$ cat src/rtl/bpf_pkg.sv
package bpf_pkg;
  // Fetch slots repeat every SLOT_LEN memory cycles; planes share one slot.
  localparam int SLOT_LEN = 8;
  localparam int SLOT_W   = 3;

  typedef logic [SLOT_W-1:0] planeIdx_t;

  // Strobes from the control half to the datapath half.
  typedef struct packed {
    logic      lineStart;  // hpos is 0: boundary work happens this cycle
    logic      applyMod;   // line just ended was fetching: add modulo
    logic      fetchHit;   // a fetch happens for the plane below
    planeIdx_t plane;
  } seqStrobe_t;
endpackage

$ cat src/rtl/bpf_fetch_ctrl.sv
module bpf_fetch_ctrl
  import bpf_pkg::*;
#(
  parameter int CYC_W      = 8,
  parameter int NUM_PLANES = 6,
  parameter int PCNT_W     = 3
) (
  input  logic              clk,
  input  logic              rstN,
  input  logic [CYC_W-1:0]  hpos,
  input  logic              lineValid,
  input  logic [CYC_W-1:0]  fetchStartReg,
  input  logic [CYC_W-1:0]  fetchStopReg,
  input  logic [PCNT_W-1:0] planeCount,
  input  logic [15:0]       lineModulo,
  output seqStrobe_t        strobe,
  output logic [15:0]       curModulo
);
  localparam int CMP_W = PCNT_W + SLOT_W;
  localparam logic [PCNT_W-1:0] PLANE_MAX = PCNT_W'(NUM_PLANES);

  // Per-line copies of the registers, captured at the line boundary.
  logic [CYC_W-1:0]  shStart;
  logic [CYC_W-1:0]  shStop;
  logic [PCNT_W-1:0] shPlanes;
  logic [15:0]       shMod;
  logic              lineOn;

  logic              lineStart;
  logic              afterStart;
  logic              slotOpen;
  logic              phaseOk;
  planeIdx_t         phase;
  logic [CYC_W-1:0]  slotBase;

  always_ff @(posedge clk or negedge rstN) begin
    if (!rstN) begin
      shStart  <= '0;
      shStop   <= '0;
      shPlanes <= '0;
      shMod    <= '0;
      lineOn   <= 1'b0;
    end else if (lineStart) begin
      shStart  <= fetchStartReg;
      shStop   <= fetchStopReg;
      shPlanes <= (planeCount > PLANE_MAX) ? PLANE_MAX : planeCount;
      shMod    <= lineModulo;
      lineOn   <= lineValid;
    end
  end

  always_comb begin
    lineStart  = (hpos == '0);
    phase      = SLOT_W'(hpos - shStart);
    slotBase   = hpos - CYC_W'(phase);
    afterStart = (hpos >= shStart);
    slotOpen   = (slotBase <= shStop);
    phaseOk    = (CMP_W'(phase) < CMP_W'(shPlanes));

    strobe.lineStart = lineStart;
    strobe.applyMod  = lineStart && lineOn;
    strobe.fetchHit  = !lineStart && lineOn && afterStart && slotOpen && phaseOk;
    strobe.plane     = phase;
    curModulo        = shMod;
  end
endmodule

$ cat src/rtl/bpf_fetch_dp.sv
module bpf_fetch_dp
  import bpf_pkg::*;
#(
  parameter int NUM_PLANES = 6,
  parameter int ADDR_W     = 20,
  parameter int RD_LAT     = 2
) (
  input  logic                  clk,
  input  logic                  rstN,
  input  seqStrobe_t            strobe,
  input  logic [15:0]           curModulo,
  input  logic                  ptrWrEn,
  input  planeIdx_t             ptrWrSel,
  input  logic [ADDR_W-1:0]     ptrWrData,
  output logic                  fetchReq,
  output planeIdx_t             fetchPlane,
  output logic [ADDR_W-1:0]     fetchAddr,
  output logic [NUM_PLANES-1:0] wordReady
);
  logic [ADDR_W-1:0] modExt;
  assign modExt = {{(ADDR_W-16){curModulo[15]}}, curModulo};

  logic [NUM_PLANES-1:0][ADDR_W-1:0] ptrAll;

  // One pointer lane per plane with its own staged load.
  for (genvar p = 0; p < NUM_PLANES; p++) begin : g_lane
    logic [ADDR_W-1:0] ptrQ;
    logic [ADDR_W-1:0] pendQ;
    logic              pendV;
    logic              isFetch;
    logic              isWrite;

    assign isFetch = strobe.fetchHit && (strobe.plane == SLOT_W'(p));
    assign isWrite = ptrWrEn && (ptrWrSel == SLOT_W'(p));

    always_ff @(posedge clk or negedge rstN) begin
      if (!rstN) begin
        ptrQ  <= '0;
        pendQ <= '0;
        pendV <= 1'b0;
      end else begin
        if (strobe.lineStart) begin
          if (pendV)                ptrQ <= pendQ;
          else if (strobe.applyMod) ptrQ <= ptrQ + modExt;
        end else if (isFetch) begin
          ptrQ <= ptrQ + ADDR_W'(1);
        end
        if (strobe.lineStart) pendV <= 1'b0;
        if (isWrite) begin
          pendQ <= ptrWrData;
          pendV <= 1'b1;
        end
      end
    end

    assign ptrAll[p] = ptrQ;
  end

  logic [ADDR_W-1:0]     selAddr;
  logic [NUM_PLANES-1:0] hitVec;

  always_comb begin
    selAddr = '0;
    hitVec  = '0;
    for (int i = 0; i < NUM_PLANES; i++) begin
      if (strobe.plane == SLOT_W'(i)) begin
        selAddr = ptrAll[i];
        hitVec[i] = strobe.fetchHit;
      end
    end
  end

  always_ff @(posedge clk or negedge rstN) begin
    if (!rstN) begin
      fetchReq   <= 1'b0;
      fetchPlane <= '0;
      fetchAddr  <= '0;
    end else begin
      fetchReq   <= strobe.fetchHit;
      fetchPlane <= strobe.fetchHit ? strobe.plane : '0;
      fetchAddr  <= strobe.fetchHit ? selAddr : '0;
    end
  end

  // Arrival strobes: the request vector delayed by the arbiter latency.
  logic [NUM_PLANES-1:0] rdyPipe [RD_LAT+1];

  always_ff @(posedge clk or negedge rstN) begin
    if (!rstN) begin
      for (int s = 0; s <= RD_LAT; s++) rdyPipe[s] <= '0;
    end else begin
      rdyPipe[0] <= hitVec;
      for (int s = RD_LAT; s > 0; s--) rdyPipe[s] <= rdyPipe[s-1];
    end
  end

  assign wordReady = rdyPipe[RD_LAT];
endmodule

$ cat src/rtl/bitplane_fetch_seq.sv
module bitplane_fetch_seq #(
  parameter int CYC_W      = 8,
  parameter int NUM_PLANES = 6,
  parameter int ADDR_W     = 20,
  parameter int RD_LAT     = 2,
  parameter int PCNT_W     = $clog2(NUM_PLANES + 1)
) (
  input  logic                         clk,
  input  logic                         rstN,
  input  logic [CYC_W-1:0]             hpos,
  input  logic                         lineValid,
  input  logic [CYC_W-1:0]             fetchStartReg,
  input  logic [CYC_W-1:0]             fetchStopReg,
  input  logic [PCNT_W-1:0]            planeCount,
  input  logic [15:0]                  lineModulo,
  input  logic                         ptrWrEn,
  input  logic [bpf_pkg::SLOT_W-1:0]   ptrWrSel,
  input  logic [ADDR_W-1:0]            ptrWrData,
  output logic                         fetchReq,
  output logic [bpf_pkg::SLOT_W-1:0]   fetchPlane,
  output logic [ADDR_W-1:0]            fetchAddr,
  output logic [NUM_PLANES-1:0]        wordReady
);
  bpf_pkg::seqStrobe_t seqStrobe;
  logic [15:0]         curModulo;

  bpf_fetch_ctrl #(
    .CYC_W(CYC_W), .NUM_PLANES(NUM_PLANES), .PCNT_W(PCNT_W)
  ) u_ctrl (
    .clk(clk), .rstN(rstN), .hpos(hpos), .lineValid(lineValid),
    .fetchStartReg(fetchStartReg), .fetchStopReg(fetchStopReg),
    .planeCount(planeCount), .lineModulo(lineModulo),
    .strobe(seqStrobe), .curModulo(curModulo)
  );

  bpf_fetch_dp #(
    .NUM_PLANES(NUM_PLANES), .ADDR_W(ADDR_W), .RD_LAT(RD_LAT)
  ) u_dp (
    .clk(clk), .rstN(rstN), .strobe(seqStrobe), .curModulo(curModulo),
    .ptrWrEn(ptrWrEn), .ptrWrSel(ptrWrSel), .ptrWrData(ptrWrData),
    .fetchReq(fetchReq), .fetchPlane(fetchPlane), .fetchAddr(fetchAddr),
    .wordReady(wordReady)
  );
endmodule

$ cat config.mk
export PLATFORM = sky130hd
export DESIGN_NAME = bitplane_fetch_seq
export DESIGN_NICKNAME = d
export VERILOG_FILES = /design/src/rtl/bpf_pkg.sv /design/src/rtl/bpf_fetch_ctrl.sv /design/src/rtl/bpf_fetch_dp.sv /design/src/rtl/bitplane_fetch_seq.sv
export SDC_FILE = /design/constraint.sdc
export NUM_CORES = 1
export LEC_CHECK = 0
export ABC_AREA = 0
export BUFFER_PORTS_ARGS = -buffer_cell sky130_fd_sc_hd__buf_4
export CAP_MARGIN = 30
export CORE_AREA = 2 2 222 224
export CTS_CLUSTER_SIZE = 40
export DETAILED_ROUTE_END_ITERATION = 12
export DIE_AREA = 0 0 224 226
export GPL_TIMING_DRIVEN = 1
export PLACE_DENSITY = 0.67
export SYNTH_ARGS = -nofsm -noshare
export SYNTH_HDL_FRONTEND = slang
export SYNTH_SLANG_ARGS = --single-unit
$ cat constraint.sdc
create_clock -name clk -period 6.6 [get_ports clk]
set_input_delay 0.33 -clock clk [delete_from_list [all_inputs] [get_ports clk]]
set_output_delay 0.33 -clock clk [all_outputs]
set_load 0.1 [all_outputs]
Word level (Yosys, flattened, before mapping)

Index checks and enable logic that the tools add are counted.
W data, S select, Z words.

Muxes and demuxes: 46
Add/sub/neg operators: 14
Equality and inequality tests: 16
$lt $le $gt $ge: 4
Reduce and logical (&&, ||, !) cells: 39

Operators by type and width:

| cell                    | count |
|---|---|
| $mux W20                | 31 |
| $add A20 B1 Y20 const B | 6 |
| $add A20 B20 Y20        | 6 |
| $reduce_bool A2 Y1      | 12 |
| $ne A3 B2 Y1 const B    | 6 |
| $logic_and A1 B1 Y1     | 17 |
| $mux W1                 | 13 |
| $eq A3 B2 Y1 const B    | 4 |
| $eq A3 B3 Y1 const B    | 4 |
| $reduce_and A2 Y1       | 6 |
| $ge A8 B8 Y1            | 1 |
| $le A8 B8 Y1            | 1 |
| $logic_not A8 Y1        | 1 |
| $sub A8 B3 Y8           | 1 |
| $eq A3 B1 Y1 const B    | 2 |
| $logic_not A3 Y1        | 2 |
| $mux W3                 | 2 |
| $gt A3 B3 Y1 const B    | 1 |
| $lt A3 B3 Y1            | 1 |
| $sub A3 B3 Y3           | 1 |
| $logic_not A1 Y1        | 1 |

Input port bits: 70
Flip-flop bits (word level): 324
Output and inout bits: 30

Logic depth before layout (Yosys ltp)

Gate-level depths: netlist of run 1.

Word-level depth: 9
Mapped depth: 25
Depth with buffers taken out: 22

Modules after synthesis

From an unflattened synthesis of run 1, not the netlist that was laid out.

Cell total of the unflattened synthesis: 2474
Area, all modules: 22850.7 µm²

Modules (own cells, without submodules):

| module         | cells an instance | area an instance (µm²) | instances |
|---|---|---|---|
| bpf_fetch_dp   | 2286              | 20773.7                | 1 |
| bpf_fetch_ctrl | 188               | 2077.0                 | 1 |

Least setup slack after synthesis of run 1

No wires, ideal clock.

Path kind: in2reg
Start point: input hpos[0]
End point: register u_dp.g_lane[3].ptrQ[17]
Arrival: 4.641 ns
Stages: 22
Required time: 6.470 ns
Setup slack: 1.829 ns
Path buffers: 1
Path through: inv_1 > ha_1 > inv_1 > fa_1 > clkbuf_1 > inv_1 > ha_1 > a221o_1 > o21ai_0 > nand2_1 > xnor2_1 > ha_1 > nand2_1 > o31a_1 > a31oi_1 > nand2_1 > or3_4 > clkinv_2 > nand4_4 > o311a_1 > a311oi_1 > o21ai_1

Cells in the longest elaborated chain, start to end: 9

RTL lines:

| item                                                  | line                     | source |
|---|---|---|
| start: declaration                                    | bitplane_fetch_seq.sv:10 | `input logic [CYC_W-1:0] hpos,` |
| branches (longest 6 deep; another with $sub A8 B3 Y8) | -                        |  |
| $logic_and A1 B1 Y1 *                                 | bpf_fetch_dp.sv:33       | `assign isFetch = strobe.fetchHit && (strobe.plane == SLOT_W'(p));` |
| net u_dp.g_lane[3].isFetch                            | bpf_fetch_dp.sv:30       | `logic isFetch;` |
| $reduce_bool A2 Y1 (no source line) *                 | -                        |  |
| $reduce_and A2 Y1 (no source line) *                  | -                        |  |
| end signal: assignment                                | bpf_fetch_dp.sv:43       | `if (pendV) ptrQ <= pendQ;` |
| end signal: assignment                                | bpf_fetch_dp.sv:44       | `else if (strobe.applyMod) ptrQ <= ptrQ + modExt;` |
| end signal: assignment                                | bpf_fetch_dp.sv:46       | `ptrQ <= ptrQ + ADDR_W'(1);` |
| end: declaration                                      | bpf_fetch_dp.sv:27       | `logic [ADDR_W-1:0] ptrQ;` |

Mark *: on every way through the listed nets, which the timed path passes.
A chain may end at the register's enable or synchronous reset.

==> summary.md, run 1 <==
| Metric | Value |
|---|---|
| Status | `completed` |
| Layout cells sized above 1 | `13.7%` |
| Quantity of gates resized following cts | `0` |
| Global Route Usage Sum | `28.5%` |
| Slew @ Worst Pin | `approximately 1.1 ns` |
| Initial drt markers | `1,898` |
| Mapped Cells | `2,529` |
| Buffers and inverters on the worst path | `5` |
| CP endpoint kind | `register` |
| Gr ovfl total | `0` |
| EDFF count, synth | `0` |
| CP top delay family | `compound AO/OA/AOI/OAI gates` |
| Initial antenna violation count | `1` |
| Setup Buffers After CTS | `0` |
| Slowest CP cell | `a31oi_1` |
| Hold Crit Class | `in -> reg` |
| Area leader, netlist | `dfrtp_1` |
| ANT cells | `0` |
| Reg2reg setup slack | `1.04 ns` |
| Final Hold Viols | `0` |
| Critical-path cell list | `ha_2 > inv_1 > fa_2 > inv_1 > ha_1 > a221o_1 > o21ai_0 > nand2_1 > xnor2_1 > ha_1 > a21oi_1 > o21ai_0 > o31a_1 > a31oi_1 > nand2_1 > buf_4 > inv_1 > nand2_1 > clkinv_1 > nand4_1 > a311oi_1 > nor2_1` |
| Total CTS buffers | `38` |
| Max_slew headroom | `26.8%` |
| Vias | `20,496` |
| Crit-path max cell delay | `0.60 ns` |
| Syn Area/Cell | `8.84 µm²` |
| Routability Congestion | `0.947` |
| HPWL after detailed placement | `52,400 µm` |
| # port buffers | `around 100` |
| Sequential element share of the synthesized area | `36.3%` |
| Final ANT Viol Nets | `0` |
| CTS Hold Bufs | `37` |
| Routed wire length | `72,500 µm` |
| Core area | `48,300 µm²` |
| TritonCTS clock tree | `yes` |
| DRC | `0` |
| PwrDens | `232 nW/µm²` |
| Largest net degree at the start of global routing | `141` |
| Worst endpoint data arrival time | `6.01 ns` |
| Initial Util | `a little under half` |
| CTS clock-pin slew for the worst setup and hold paths | `0.06 ns` |
| Synth warn | `0` |
| Maximum clock path buffer count | `3` |
| CTS Sinks | `324` |
| Number of global-route vias before repair | `19,565` |
| Leak pwr | `11.2 nW` |
| Global-route wire length before repair | `about 110,000 µm` |
| Hold Crit Depth | `2` |
| Die area | `50,600 µm²` |
| FF-to-FF End | `u_dp.g_lane[5].ptrQ[17]` |
| Max-cap violations | `0` |
| Die X | `224 µm` |
| Area Overhead vs Synth | `13.4%` |
| Final worst-path cycle share | `between 80% and 90%` |
| Period minus WS final | `~5.6 ns` |
| Crit Path Max Fanout | `19` |
| Final Max Tran Viols | `0` |
| Final setup TNS | `0 ns` |
| Worst-Skew Late Latency | `0.56 ns` |
| CTS root buf | `clkbuf_16` |
| Endpoints failing setup | `0` |
| Final nets | `around 2,800` |
| Distinct cells, synth | `81` |
| Hold wc startpoint | `ptrWrData[10]` |
| Fraction of registers with async set/reset | `100%` |
| Final clock skew | `0.0243 ns` |
| Routed vias/inst | `approximately 6.3` |
| Fillcell total | `4,467` |
| Critical R2R Launch | `u_ctrl.shStart[0]` |
| FF-to-FF path depth | `22` |
| Fin util | `52.4%` |
| Syn Nets | `2,745` |
| Avg WL per Cell | `22.3 µm` |
| CP required | `7.05 ns` |
| Yosys reg bits | `324` |
| Critical path startpoint category | `register` |
| Top cell type's share of synthesized area | `36.3%` |
| Die height | `226 µm` |
| Area contributors post-synth | `dfrtp_1, ha_1, mux2_2` |
| Max Freq | `180 MHz` |
| Mapped cell area | `22,300 µm²` |
| Top Ports | `100` |
| Unrepaired setup endpoints after global routing | `false` |
| First drt pass iteration count | `6` |
| Max IR drop VDD | `154 µV` |
| Commonest cells post-synth | `dfrtp_1, nand2_1, a21oi_1, nor2_1, o21ai_0` |
| H-tree levels | `2` |
| Worst hold path endpoint | `u_dp.g_lane[5].pendQ[10]` |
| Cell Rows | `81` |
| Crit path kind | `reg -> reg` |
| Dominant register cell in the synthesized netlist | `dfrtp_1` |
| Most numerous cell in the Yosys netlist | `dfrtp_1` |
## worst register-to-register path: cells and delay by family, from the launching register on
kind	cells	cell delay [ns]
buf+inv	5	1.14
flops	1	0.39
fa+ha+maj	4	1.19
xor+xnor	1	0.16
compound gates	7	1.85
simple gates	5	0.72
## flip-flops by register name, indices dropped and copies added, names as in the netlist
| signal | flops |
|---|---|
| u_ctrl.curModulo | 16 |
| u_dp.g_lane.ptrQ | 120 |
| u_dp.fetchAddr | 20 |
| u_dp.fetchPlane | 3 |
| u_dp.g_lane.pendQ | 120 |
| u_ctrl.shStart | 8 |
| u_dp.fetchReq | 1 |
| u_ctrl.shPlanes | 3 |
| u_dp.g_lane.pendV | 6 |
| u_dp.rdyPipe | 12 |
| u_dp.wordReady | 6 |
| u_ctrl.lineOn | 1 |
| u_ctrl.shStop | 8 |
## stage by stage
step / hold slack (ns) / cell area [µm²] / worst slack (ns) / std cells / power (mW)
2_1_floorplan: 0.0344 / 22300 / 1.83 / 2529 / 3.26
3_3_place_gp: 0.334 / 23700 / 1.21 / 3153 / 3.67
3_5_place_dp: 0.335 / 23700 / 1.02 / 3155 / 3.72
4_1_cts: 0.0871 / 25300 / 1.11 / 3259 / 5.91
5_1_grt: 0.0935 / 25300 / 0.687 / 3259 / 6.15
6_report: 0.102 / 25300 / 1.04 / 3259 / 5.89
## final cells by class
type,instances,area (µm²),share of cell area [%]
clock buffer,51,1090,4.30
clock inverter,16,178,0.701
inverter,66,249,0.982
multi-input combinational,2010,13500,53.4
sequential,324,8110,32.0
tap,622,778,3.07
timing repair buffer,170,1400,5.53
## cell usage in the layout (no fill, tap or decap), types with 9 or more instances in the layout
| master | count |
|---|---|
| nand3_1 | 75 |
| mux2_2 | 128 |
| nor4_1 | 10 |
| xor2_1 | 30 |
| and2_1 | 18 |
| dfrtp_1 | 324 |
| and3_1 | 37 |
| a311oi_1 | 13 |
| nor3_1 | 58 |
| buf_4 | 128 |
| a22oi_1 | 9 |
| or3_1 | 14 |
| clkbuf_16 | 39 |
| nand2_1 | 279 |
| a21oi_1 | 222 |
| nor2b_1 | 26 |
| a211oi_1 | 37 |
| o22ai_1 | 35 |
| a21o_1 | 46 |
| o21a_1 | 20 |
| nor2_1 | 202 |
| mux2i_1 | 46 |
| nand4_1 | 29 |
| o211ai_1 | 35 |
| o31ai_1 | 17 |
| o22a_1 | 15 |
| o21ai_0 | 192 |
| dlygate4sd3_1 | 37 |
| nand2b_1 | 21 |
| a31oi_1 | 39 |
| ha_1 | 137 |
| inv_1 | 62 |
| xnor2_1 | 50 |
| o21bai_1 | 9 |
## report_power, final
group | internal (mW) | switching (mW)
Clock | 1.28 | 0.886
Combinational | 0.541 | 0.765
Sequential | 2.22 | 0.204
## worst max path at each step
stage                                  from                       to  slack [ns]  cells past startpoint
after floorplan                     hpos[0]  u_dp.g_lane[3].ptrQ[17]        1.83                     22
after global placement              hpos[0]  u_dp.g_lane[5].ptrQ[17]        1.21                     23
after detailed placement            hpos[0]  u_dp.g_lane[5].ptrQ[17]        1.02                     24
after CTS                 u_ctrl.shStart[0]  u_dp.g_lane[5].ptrQ[12]        1.11                     21
after global routing      u_ctrl.shStart[0]  u_dp.g_lane[5].ptrQ[18]        0.69                     21
final                     u_ctrl.shStart[0]  u_dp.g_lane[5].ptrQ[17]        1.04                     22
## cell families (layout without fill, tap and decap cells)
| kind of cell | Yosys count | after routing | synth area share (%) |
|---|---|---|---|
| AO/OA/AOI/OAI | 795 | 795 | 22.5 |
| flip-flops | 324 | 324 | 36.3 |
| buffers and inverters | 195 | 303 | 3.43 |
| adder cells (fa/ha/maj) | 146 | 146 | 8.44 |
| AND/OR/NAND/NOR | 805 | 805 | 16.7 |
| multiplexers | 182 | 182 | 9.32 |
| XOR/XNOR | 82 | 82 | 3.30 |
## routing by layer
metal	GRT usage [%]	wire, µm
met1	39.1	31600
met2	45.2	32700
met3	3.85	5130
met4	12.4	3110
met5	0	8
Note: power is estimated with default switching activity, not from simulation.
==> run 2, diff against run 1 <==
--- a/config.mk
+++ b/config.mk
@@ -13,7 +13,7 @@
 export DETAILED_ROUTE_END_ITERATION = 12
 export DIE_AREA = 0 0 224 226
 export GPL_TIMING_DRIVEN = 1
-export PLACE_DENSITY = 0.67
+export PLACE_DENSITY = 0.69
 export SYNTH_ARGS = -nofsm -noshare
 export SYNTH_HDL_FRONTEND = slang
 export SYNTH_SLANG_ARGS = --single-unit
==> constraint.sdc (replaced) <==
create_clock -name clk -period 4.58 [get_ports clk]
set_input_delay 0.229 -clock clk [delete_from_list [all_inputs] [get_ports clk]]
set_output_delay 0.229 -clock clk [all_outputs]
set_load 0.1 [all_outputs]
==> summary.md, run 2 (synthesis results as in run 1) <==
| Metric | Value |
|---|---|
| Routed vias/inst | `6.30` |
| Largest net degree at the start of global routing | `about 110` |
| DRC | `0` |
| Worst endpoint data arrival time | `5.03 ns` |
| Power share of the sequential group | `39.4%` |
| CP endpoint kind | `register` |
| Initial drt markers | `roughly 2,000` |
| Routability Congestion | `around 0.92` |
| Commonest non-fill, non-tap cell in the layout | `dfrtp_1` |
| Switching power total | `around 2.7 mW` |
| Final Max Tran Viols | `0` |
| HPWL after detailed placement | `52,600 µm` |
| Worst slack at placement | `-0.174 ns` |
| H-tree levels | `2` |
| Layout cells sized above 1 | `16.2%` |
| Max_slew headroom | `28.2%` |
| Final setup TNS | `-0.0117 ns` |
| Final non-filler cell area | `26,100 µm²` |
| Routed wire length | `73,100 µm` |
| CTS root buf | `clkbuf_16` |
| Period minus WS final | `between 4 and 5 ns` |
| Endpoints failing setup | `1` |
| Status | `complete, but fails checks` |
| Avg WL per Cell | `22.0 µm` |
| Gr ovfl total | `0` |
| Initial Util | `46.2%` |
| Tot Pwr | `8.83 mW` |
| # port buffers | `approximately 100` |
| Area Overhead vs Synth | `17.0%` |
| Unrepaired setup endpoints after global routing | `true` |
| Critical-path cell list | `ha_2 > inv_2 > fa_2 > inv_2 > ha_4 > a221o_1 > o21ai_2 > nand2_1 > xnor2_1 > ha_1 > nand2_2 > o31a_1 > a31oi_4 > nand2_2 > or3_4 > inv_4 > buf_6 > nand4_4 > o311a_1 > a311oi_1 > o21ai_1` |
| Maximum clock path buffer count | `3` |
| First drt pass iteration count | `6` |
| Final worst-path cycle share | `100%` |
| Largest regs | `u_dp.g_lane.pendQ (120), u_dp.g_lane.ptrQ (120), u_dp.fetchAddr (20)` |
| Crit-path max cell delay | `0.59 ns` |
| Die X | `224 µm` |
| Most frequent cells in the layout | `dfrtp_1, nand2_1, a21oi_1, nor2_1, o21ai_0` |
| Initial antenna violation count | `4` |
| Vias | `20,955` |
| Die area | `50,600 µm²` |
| Global Route Usage Sum | `28.5%` |
| Total CTS buffers | `40` |
| Worst-Skew Late Latency | `slightly below 0.6 ns` |
| Fin util | `a little over half` |
| Critical path startpoint category | `register` |
| Slew @ Worst Pin | `1.05 ns` |
| Cell Rows | `81` |
| Final ANT Viol Nets | `0` |
| Failing checks | `setup timing` |
| Fillcell total | `4,333` |
| Core area | `48,300 µm²` |
| Leak pwr | `about 12 nW` |
| DP Area | `24,100 µm²` |
| Top Ports | `100` |
| Max-cap violations | `0` |
| Final Hold Viols | `0` |
| Finished Layout Cells | `3,326` |
| Final nets | `2,892` |
| Clk pwr share | `between 30% and 40%` |
| Combinational Power Share | `about 22%` |
| CP required | `between 5 and 6 ns` |
| Crit path kind | `reg -> reg` |
| Sw frac | `31.1%` |
| Hold Slack | `0.0195 ns` |
| Internal cell power | `6.08 mW` |
| DP Cell Count | `3,201` |
| Global-route wire length before repair | `113,000 µm` |
| PwrDens | `338 nW/µm²` |
| Die height | `226 µm` |
| Crit Path Max Fanout | `4` |
| TritonCTS clock tree | `yes` |
| Final clock skew | `roughly 0.023 ns` |
| Max Freq | `218 MHz` |
| Slowest CP cell | `fa_2` |
| Max IR drop VDD | `267 µV` |
| CTS clock-pin slew for the worst setup and hold paths | `0.06 ns` |
| CTS Sinks | `324` |
| Final Worst Setup Slack | `-0.0117 ns` |
| Number of global-route vias before repair | `20,049` |
| Hold Crit Class | `in -> reg` |
## run 2: cell count changes in the layout (fill, tap and decap cells not counted), sizes merged, moves of 2 or more
cell | previous run | this run
clkinvlp | 6 | 3
clkinv | 10 | 8
clkbuf | 51 | 54
buf | 133 | 186
inv | 63 | 65
bufinv | 3 | 5
dlygate4sd3 | 37 | 47
## run 2: worst max-delay path, delay by kind of cell, from the launching register on
family,cells,cell delay [ns]
xor gates and xnor gates,1,0.17
buffers and inverters,4,0.29
and+or+nand+nor,5,0.72
adders and majority gates,4,1.30
AOI/OAI and AO/OA,7,1.65
DFF,1,0.35
## run 2: layout make-up
cell class	count	area (µm²)	share of cell area, %
multi-input combinational	2010	13600	52.2
sequential	324	8110	31.0
timing repair buffer	234	2000	7.65
clock buffer	54	1150	4.42
tap	622	778	2.98
inverter	66	250	0.957
clock inverter	15	215	0.823
antenna	1	2.50	0.00957
## run 2: repair_timing
| action | 4_1_cts | 5_1_grt |
|---|---|---|
| gates resized for setup | 3 | 26 |
| hold buffers | 47 | 0 |
| buffers inserted | 1 | 6 |
| endpoints found under the setup margin | 11 | 39 |
| gates cloned | 0 | 1 |
| pin swaps | 5 | 17 |
| hold endpoints to repair | 173 | 0 |
## run 2: worst paths after layout
kind                                   start  slack, ns                       end  cells past startpoint
hold reg to reg             u_dp.rdyPipe[14]       0.35           u_dp.rdyPipe[8]                      0
setup reg to reg           u_ctrl.shStart[0]      -0.01   u_dp.g_lane[3].ptrQ[17]                     21
max in group asynchronous               rstN       3.06    u_dp.g_lane[0].ptrQ[0]                      3
hold / removal                 ptrWrData[14]       0.02  u_dp.g_lane[2].pendQ[14]                      2
setup / recovery           u_ctrl.shStart[0]      -0.01   u_dp.g_lane[3].ptrQ[17]                     21
min in group asynchronous               rstN       0.24         u_dp.wordReady[5]                      2
## run 2: power by group through the flow
stage	logic [mW]	registers, mW	clock network, mW
detailed placement	1.87	3.52	0
global route	2.15	3.52	3.54
global placement	1.80	3.51	0
finish	1.97	3.48	3.38
CTS	1.92	3.47	3.41
floorplan	1.27	3.43	0
## run 2: routing by layer
| layer | vias up | global-route usage (%) | part of all wire, % |
|---|---|---|---|
| li1 | 9666 | - | - |
| met1 | 10134 | 38.1 | 43 |
| met2 | 947 | 45.2 | 45 |
| met3 | 202 | 4.40 | 7.3 |
| met4 | 6 | 14.1 | 4.8 |
| met5 | - | 0 | 0.045 |
